### src/rtl/spi_stat_pkg.sv
package spi_stat_pkg;
  localparam int unsigned STAT_BYTE_W = 8;

  typedef enum logic [1:0] {
    DEC_IDLE   = 2'd0,
    DEC_ARMED  = 2'd1,
    DEC_REJECT = 2'd2
  } dec_state_e;
endpackage

### src/rtl/spi_stat_edge.sv
module spi_stat_edge (
  input  logic clk_i,
  input  logic rst_ni,
  input  logic sclk_i,
  output logic rise_o,
  output logic fall_o
);
  logic sclk_q;

  always_ff @(posedge clk_i or negedge rst_ni) begin
    if (!rst_ni) sclk_q <= 1'b0;
    else         sclk_q <= sclk_i;
  end

  assign rise_o = sclk_i & ~sclk_q;
  assign fall_o = ~sclk_i & sclk_q;
endmodule

### src/rtl/spi_stat_decoder.sv
module spi_stat_decoder
  import spi_stat_pkg::*;
#(
  parameter int unsigned CMD_W  = 8,
  parameter logic [CMD_W-1:0] OPCODE = 8'h05
) (
  input  logic clk_i,
  input  logic rst_ni,
  input  logic cs_ni,
  input  logic mosi_i,
  input  logic rise_i,
  output logic armed_o,
  output logic reject_o
);
  localparam int unsigned CNT_W = $clog2(CMD_W);
  localparam logic [CNT_W-1:0] LAST = CNT_W'(CMD_W - 1);

  dec_state_e       st_q;
  logic [CNT_W-1:0] cnt_q;
  logic [CMD_W-1:0] sh_q;
  logic [CMD_W-1:0] sh_nxt;

  assign sh_nxt = {sh_q[CMD_W-2:0], mosi_i};

  always_ff @(posedge clk_i or negedge rst_ni) begin
    if (!rst_ni) begin
      st_q  <= DEC_IDLE;
      cnt_q <= '0;
      sh_q  <= '0;
    end else if (cs_ni) begin
      st_q  <= DEC_IDLE;
      cnt_q <= '0;
      sh_q  <= '0;
    end else if (rise_i && st_q == DEC_IDLE) begin
      sh_q  <= sh_nxt;
      cnt_q <= cnt_q + 1'b1;
      if (cnt_q == LAST) st_q <= (sh_nxt == OPCODE) ? DEC_ARMED : DEC_REJECT;
    end
  end

  assign armed_o  = (st_q == DEC_ARMED);
  assign reject_o = (st_q == DEC_REJECT);

  // a rejected command stays rejected until deselect
  p_reject_sticky_r2: assert property (@(posedge clk_i) disable iff (!rst_ni)
    (st_q == DEC_REJECT && !cs_ni) |=> st_q == DEC_REJECT);

  // deselect clears the decoder
  p_idle_on_deselect_r8: assert property (@(posedge clk_i) disable iff (!rst_ni)
    cs_ni |=> (st_q == DEC_IDLE && cnt_q == '0));
endmodule

### src/rtl/spi_stat_shifter.sv
module spi_stat_shifter #(
  parameter int unsigned BYTE_W = 8
) (
  input  logic              clk_i,
  input  logic              rst_ni,
  input  logic              cs_ni,
  input  logic              fall_i,
  input  logic              armed_i,
  input  logic [BYTE_W-1:0] byte_a_i,
  input  logic [BYTE_W-1:0] byte_b_i,
  output logic              miso_o,
  output logic              oe_o
);
  localparam int unsigned BC_W = $clog2(BYTE_W);
  localparam logic [BC_W-1:0] LAST = BC_W'(BYTE_W - 1);

  logic              active_q;
  logic              sel_q;
  logic [BC_W-1:0]   bcnt_q;
  logic [BYTE_W-1:0] sreg_q;

  always_ff @(posedge clk_i or negedge rst_ni) begin
    if (!rst_ni) begin
      active_q <= 1'b0;
      sel_q    <= 1'b0;
      bcnt_q   <= '0;
      sreg_q   <= '0;
    end else if (cs_ni) begin
      active_q <= 1'b0;
      sel_q    <= 1'b0;
      bcnt_q   <= '0;
      sreg_q   <= '0;
    end else if (fall_i && armed_i) begin
      if (!active_q) begin
        active_q <= 1'b1;
        sel_q    <= 1'b0;
        bcnt_q   <= '0;
        sreg_q   <= byte_a_i;
      end else if (bcnt_q == LAST) begin
        sel_q  <= ~sel_q;
        bcnt_q <= '0;
        sreg_q <= sel_q ? byte_a_i : byte_b_i;
      end else begin
        bcnt_q <= bcnt_q + 1'b1;
        sreg_q <= {sreg_q[BYTE_W-2:0], 1'b0};
      end
    end
  end

  assign miso_o = sreg_q[BYTE_W-1];
  assign oe_o   = active_q;

  // driving starts only after the command was accepted
  p_start_needs_armed_r1: assert property (@(posedge clk_i) disable iff (!rst_ni)
    $rose(active_q) |-> $past(armed_i));

  // every readout begins with byte 1 at its first bit
  p_first_is_byte1_r6: assert property (@(posedge clk_i) disable iff (!rst_ni)
    $rose(active_q) |-> (!sel_q && bcnt_q == '0));

  // outputs move only on a falling edge or deselect
  p_hold_off_fall_r3: assert property (@(posedge clk_i) disable iff (!rst_ni)
    (!fall_i && !cs_ni) |=> ($stable(miso_o) && $stable(oe_o)));

  // deselect releases the output
  p_release_on_deselect_r8: assert property (@(posedge clk_i) disable iff (!rst_ni)
    cs_ni |=> !oe_o);
endmodule

### src/rtl/spi_status_responder.sv
module spi_status_responder
  import spi_stat_pkg::*;
#(
  parameter logic [7:0] READ_OPCODE = 8'h05
) (
  input  logic       clk_i,
  input  logic       rst_ni,
  input  logic       sclk_i,
  input  logic       cs_ni,
  input  logic       mosi_i,
  input  logic       busy_i,
  input  logic       wel_i,
  input  logic       prog_err_i,
  input  logic       wp_pin_i,
  input  logic [1:0] prot_sum_i,
  input  logic       lock_i,
  input  logic [6:0] stat2_i,
  output logic       miso_o,
  output logic       miso_oe_o
);
  logic                   sclk_rise, sclk_fall;
  logic                   armed, reject;
  logic [STAT_BYTE_W-1:0] byte_a, byte_b;

  spi_stat_edge u_edge (
    .clk_i  (clk_i),
    .rst_ni (rst_ni),
    .sclk_i (sclk_i),
    .rise_o (sclk_rise),
    .fall_o (sclk_fall)
  );

  spi_stat_decoder #(
    .CMD_W  (8),
    .OPCODE (READ_OPCODE)
  ) u_dec (
    .clk_i    (clk_i),
    .rst_ni   (rst_ni),
    .cs_ni    (cs_ni),
    .mosi_i   (mosi_i),
    .rise_i   (sclk_rise),
    .armed_o  (armed),
    .reject_o (reject)
  );

  // Live status words; the shifter captures them at byte start
  always_comb begin
    byte_a = {lock_i, 1'b0, prog_err_i, wp_pin_i, prot_sum_i, wel_i, busy_i};
    byte_b = {stat2_i, busy_i};
  end

  spi_stat_shifter #(
    .BYTE_W (STAT_BYTE_W)
  ) u_shift (
    .clk_i    (clk_i),
    .rst_ni   (rst_ni),
    .cs_ni    (cs_ni),
    .fall_i   (sclk_fall),
    .armed_i  (armed),
    .byte_a_i (byte_a),
    .byte_b_i (byte_b),
    .miso_o   (miso_o),
    .oe_o     (miso_oe_o)
  );

  // a rejected command never drives the output
  p_reject_quiet_r2: assert property (@(posedge clk_i) disable iff (!rst_ni)
    reject |-> !miso_oe_o);

  // output released right after reset
  always_ff @(posedge clk_i) begin
    if (!rst_ni) p_reset_quiet_r9: assert (!miso_oe_o);
  end
endmodule

### config.mk
export PLATFORM = sky130hd
export DESIGN_NAME = spi_status_responder
export DESIGN_NICKNAME = d
export VERILOG_FILES = /design/src/rtl/spi_stat_pkg.sv /design/src/rtl/spi_stat_edge.sv /design/src/rtl/spi_stat_decoder.sv /design/src/rtl/spi_stat_shifter.sv /design/src/rtl/spi_status_responder.sv
export SDC_FILE = /design/constraint.sdc
export NUM_CORES = 1
export LEC_CHECK = 0
export BUFFER_PORTS_ARGS = -buffer_cell sky130_fd_sc_hd__buf_2
export CAP_MARGIN = 5
export CORE_MARGIN = 2
export CORE_UTILIZATION = 50
export DETAILED_ROUTE_END_ITERATION = 7
export PLACE_DENSITY_LB_ADDON = 0.15
export SLEW_MARGIN = 20
export SYNTH_ARGS = -nofsm -noshare
export SYNTH_HDL_FRONTEND = slang
export SYNTH_SLANG_ARGS = --single-unit
### constraint.sdc
create_clock -name clk_i -period 1.5 [get_ports clk_i]
set_input_delay 0.15 -clock clk_i [delete_from_list [all_inputs] [get_ports clk_i]]
set_output_delay 0.15 -clock clk_i [all_outputs]
set_load 0.1 [all_outputs]
==> out/qor.yml <==
synth_fp_nets: 166
r2r-start: "u_shift.bcnt_q[0]"
yosys_warnings: 0
synth_ff_type: "dfrtp_1"
synth_area_um2: 1380
overflow: 0
tns_ns: 0
p_seq_frac: 0.618
num_vias: 1122
drt_iter0_drc: 47
worst_pin_slew_ns: 0.572
p_switching_mw: 0.257
clkPwrFrac: 0.301
initial_utilization: 0.512
setup_slack_ns: 0.0194
wl_per_cell_um: 14.6
hpwlAfterDp_mm: 1.90
finalPower_mw: 1.15
worstSetupPathType: "reg2reg"
max_freq_ghz: 0.675
final_max_slew_viol_count: 0
die_y_um: 56.4
synth_seq_area_share: 0.473
postRouteAntennaNets: 0
vias_per_cell: 5.72
comb_power_share: 0.081
gp_congestion: 0.721
core_area_um2: 2690
dp_slack_ns: -0.0665
holdCritStartpoint: "busy_i"
htreeDepth: 1
async_flop_share: 1.00
start_kind: "register"
r2r_cells: 4
ir_drop_v: 0.000529
numCtsBuffers: 3
worstPathRequired_ns: 1.75
area_growth_pct: 22.2
layout-drive-gt1-share: 0.273
synth_cells: 142
synth_seq_cells: 26
grt_pass1_wl_mm: 5.10
die_area_um2: 3190
cts.sinks: 26
fin_crit_sh: 0.987
fin_nets: 190
swShare: 0.222
num_antenna_cells: 0
die_x_um: 56.4
leakagePower_nw: 0.723
cp.arrival_ns: 1.73
end_kind: "register"
setup_viol: 0
mostFrequentLayoutCells: "dfrtp_1 (25), nand2_1 (23), buf_2 (19)"
cts_max_path_buffers: 2
status: "completed"
fp-row-count: 19
startpoint: "u_shift.bcnt_q[0]"
syn_avg_cell_area_um2: 9.68
drc_errors: 0
clk_pin_slew_ns: 0.14
grt_pass1_vias: 1167
antenna_found_initial: 0
drt_wl_total_mm: 2.87
slew_headroom: 0.619
num_io_pins: 21
grt_use_total: 0.202
layout_min_cycle_time_ns: 1.48
drtPass1Iterations: 6
p_per_area_nw_per_um2: 686
root_buffer: "clkbuf_4"
insertion_delay_ns: 0.31
mostFrequentLayoutCell: "dfrtp_1"
fin_skew_ns: 0.00869
fillCellCount: 225
max_cap_violations: 0
endpoint: "u_shift.bcnt_q[0]"
synth_edf_count: 0
hp-class: "in2reg"
synth_cell_types: 27
cp_max_fo: 2
cts_tree: "yes"
rsz0062_at_grt: "true"
r2r-end: "u_shift.bcnt_q[0]"
io_buffer_count: 20
hold_violations: 0
grt_max_degree: 33
p_int_mw: 0.897
r2r_slack_ns: 0.02
[power by group through the flow]
stage / Sequential [mW] / Combinational (mW) / Clock [mW]
2_1_floorplan: 0.725 / 0.0384 / 0
3_3_place_gp: 0.725 / 0.0867 / 0
3_5_place_dp: 0.725 / 0.0880 / 0
4_1_cts: 0.712 / 0.0929 / 0.364
5_1_grt: 0.714 / 0.106 / 0.396
6_report: 0.712 / 0.0936 / 0.347
[synth_stat cells (2+ instances only)]
library cell	instances	area (µm²)
nor2_1	3	11.3
nand2_1	23	86.3
ha_1	5	62.6
a21oi_1	16	80.1
nand3_1	3	15.0
clkbuf_1	5	18.8
o22ai_1	6	37.5
o21a_1	6	45.0
nor2b_1	9	56.3
o41ai_1	6	52.6
nor3b_1	6	45.0
nand2b_1	2	12.5
nand3b_1	7	52.6
buf_2	5	25.0
dfrtp_1	26	651
nor4b_1	3	26.3
[stage by stage]
step,utilization,instance area (µm²),cells,hold WS [ns]
floorplan,-,1380,142,-0.146
global placement,0.570,1530,188,0.184
detailed placement,0.570,1530,188,0.190
CTS,0.605,1630,195,0.0504
global route,0.626,1680,196,0.0448
finish,0.626,1680,196,0.0728
[worst max-delay path, stage by stage, from the launching register on]
cell and delay [ns]:
dfrtp_1 0.44, ha_4 0.19, ha_4 0.16, or4b_4 0.51, a21oi_2 0.12
[layout make-up]
class,count,area (µm²),share of cell area
sequential,26,652,0.388
clock buffer,4,36.3,0.0216
multi-input combinational,106,766,0.456
tap,31,38.8,0.0231
timing repair buffer,29,188,0.112
[state kept, by name, indices dropped and copies added (netlist names)]
register / count
u_shift.oe_o: 1
u_dec.sh_q: 7
u_dec.st_q: 2
u_shift.sel_q: 1
u_shift.sreg_q: 8
u_edge.sclk_q: 1
u_dec.cnt_q: 3
u_shift.bcnt_q: 3
[routing by layer]
| layer | up-vias | routed length (µm) | GRT usage |
|---|---|---|---|
| met3 | 2 | 94 | 0.0276 |
| li1 | 558 | - | - |
| met4 | 0 | 18 | 0.0544 |
| met2 | 20 | 1440 | 0.367 |
| met5 | - | 0 | 0 |
| met1 | 542 | 1320 | 0.248 |
[logic make-up after synthesis]
family | Yosys count | share of synthesized area
compound gates | 37 | 0.173
xor+xnor | 1 | 0.00637
fa+ha+maj | 5 | 0.0455
buf+inv | 10 | 0.0318
flops | 26 | 0.473
simple gates | 63 | 0.270
[repair_timing]
| action | 4_1_cts | 5_1_grt |
|---|---|---|
| pin swaps | 2 | 3 |
| endpoints found under the setup margin | 17 | 18 |
| hold endpoints to repair | 27 | 0 |
| resized for setup | 6 | 7 |
| hold buffers | 2 | 0 |
| buffers inserted | 1 | 1 |
[how the worst min path moves through the flow]
stage                        end  slack, ns  cells after the start
6_report       u_shift.sreg_q[0]       0.07                      3
5_1_grt            u_dec.sh_q[0]       0.04                      3
4_1_cts            u_dec.sh_q[0]       0.05                      3
3_5_place_dp       u_dec.sh_q[3]       0.19                      1
3_3_place_gp       u_dec.sh_q[6]       0.18                      1
2_1_floorplan     u_dec.cnt_q[0]      -0.15                      0
Note: power is estimated with default switching activity, not from simulation.
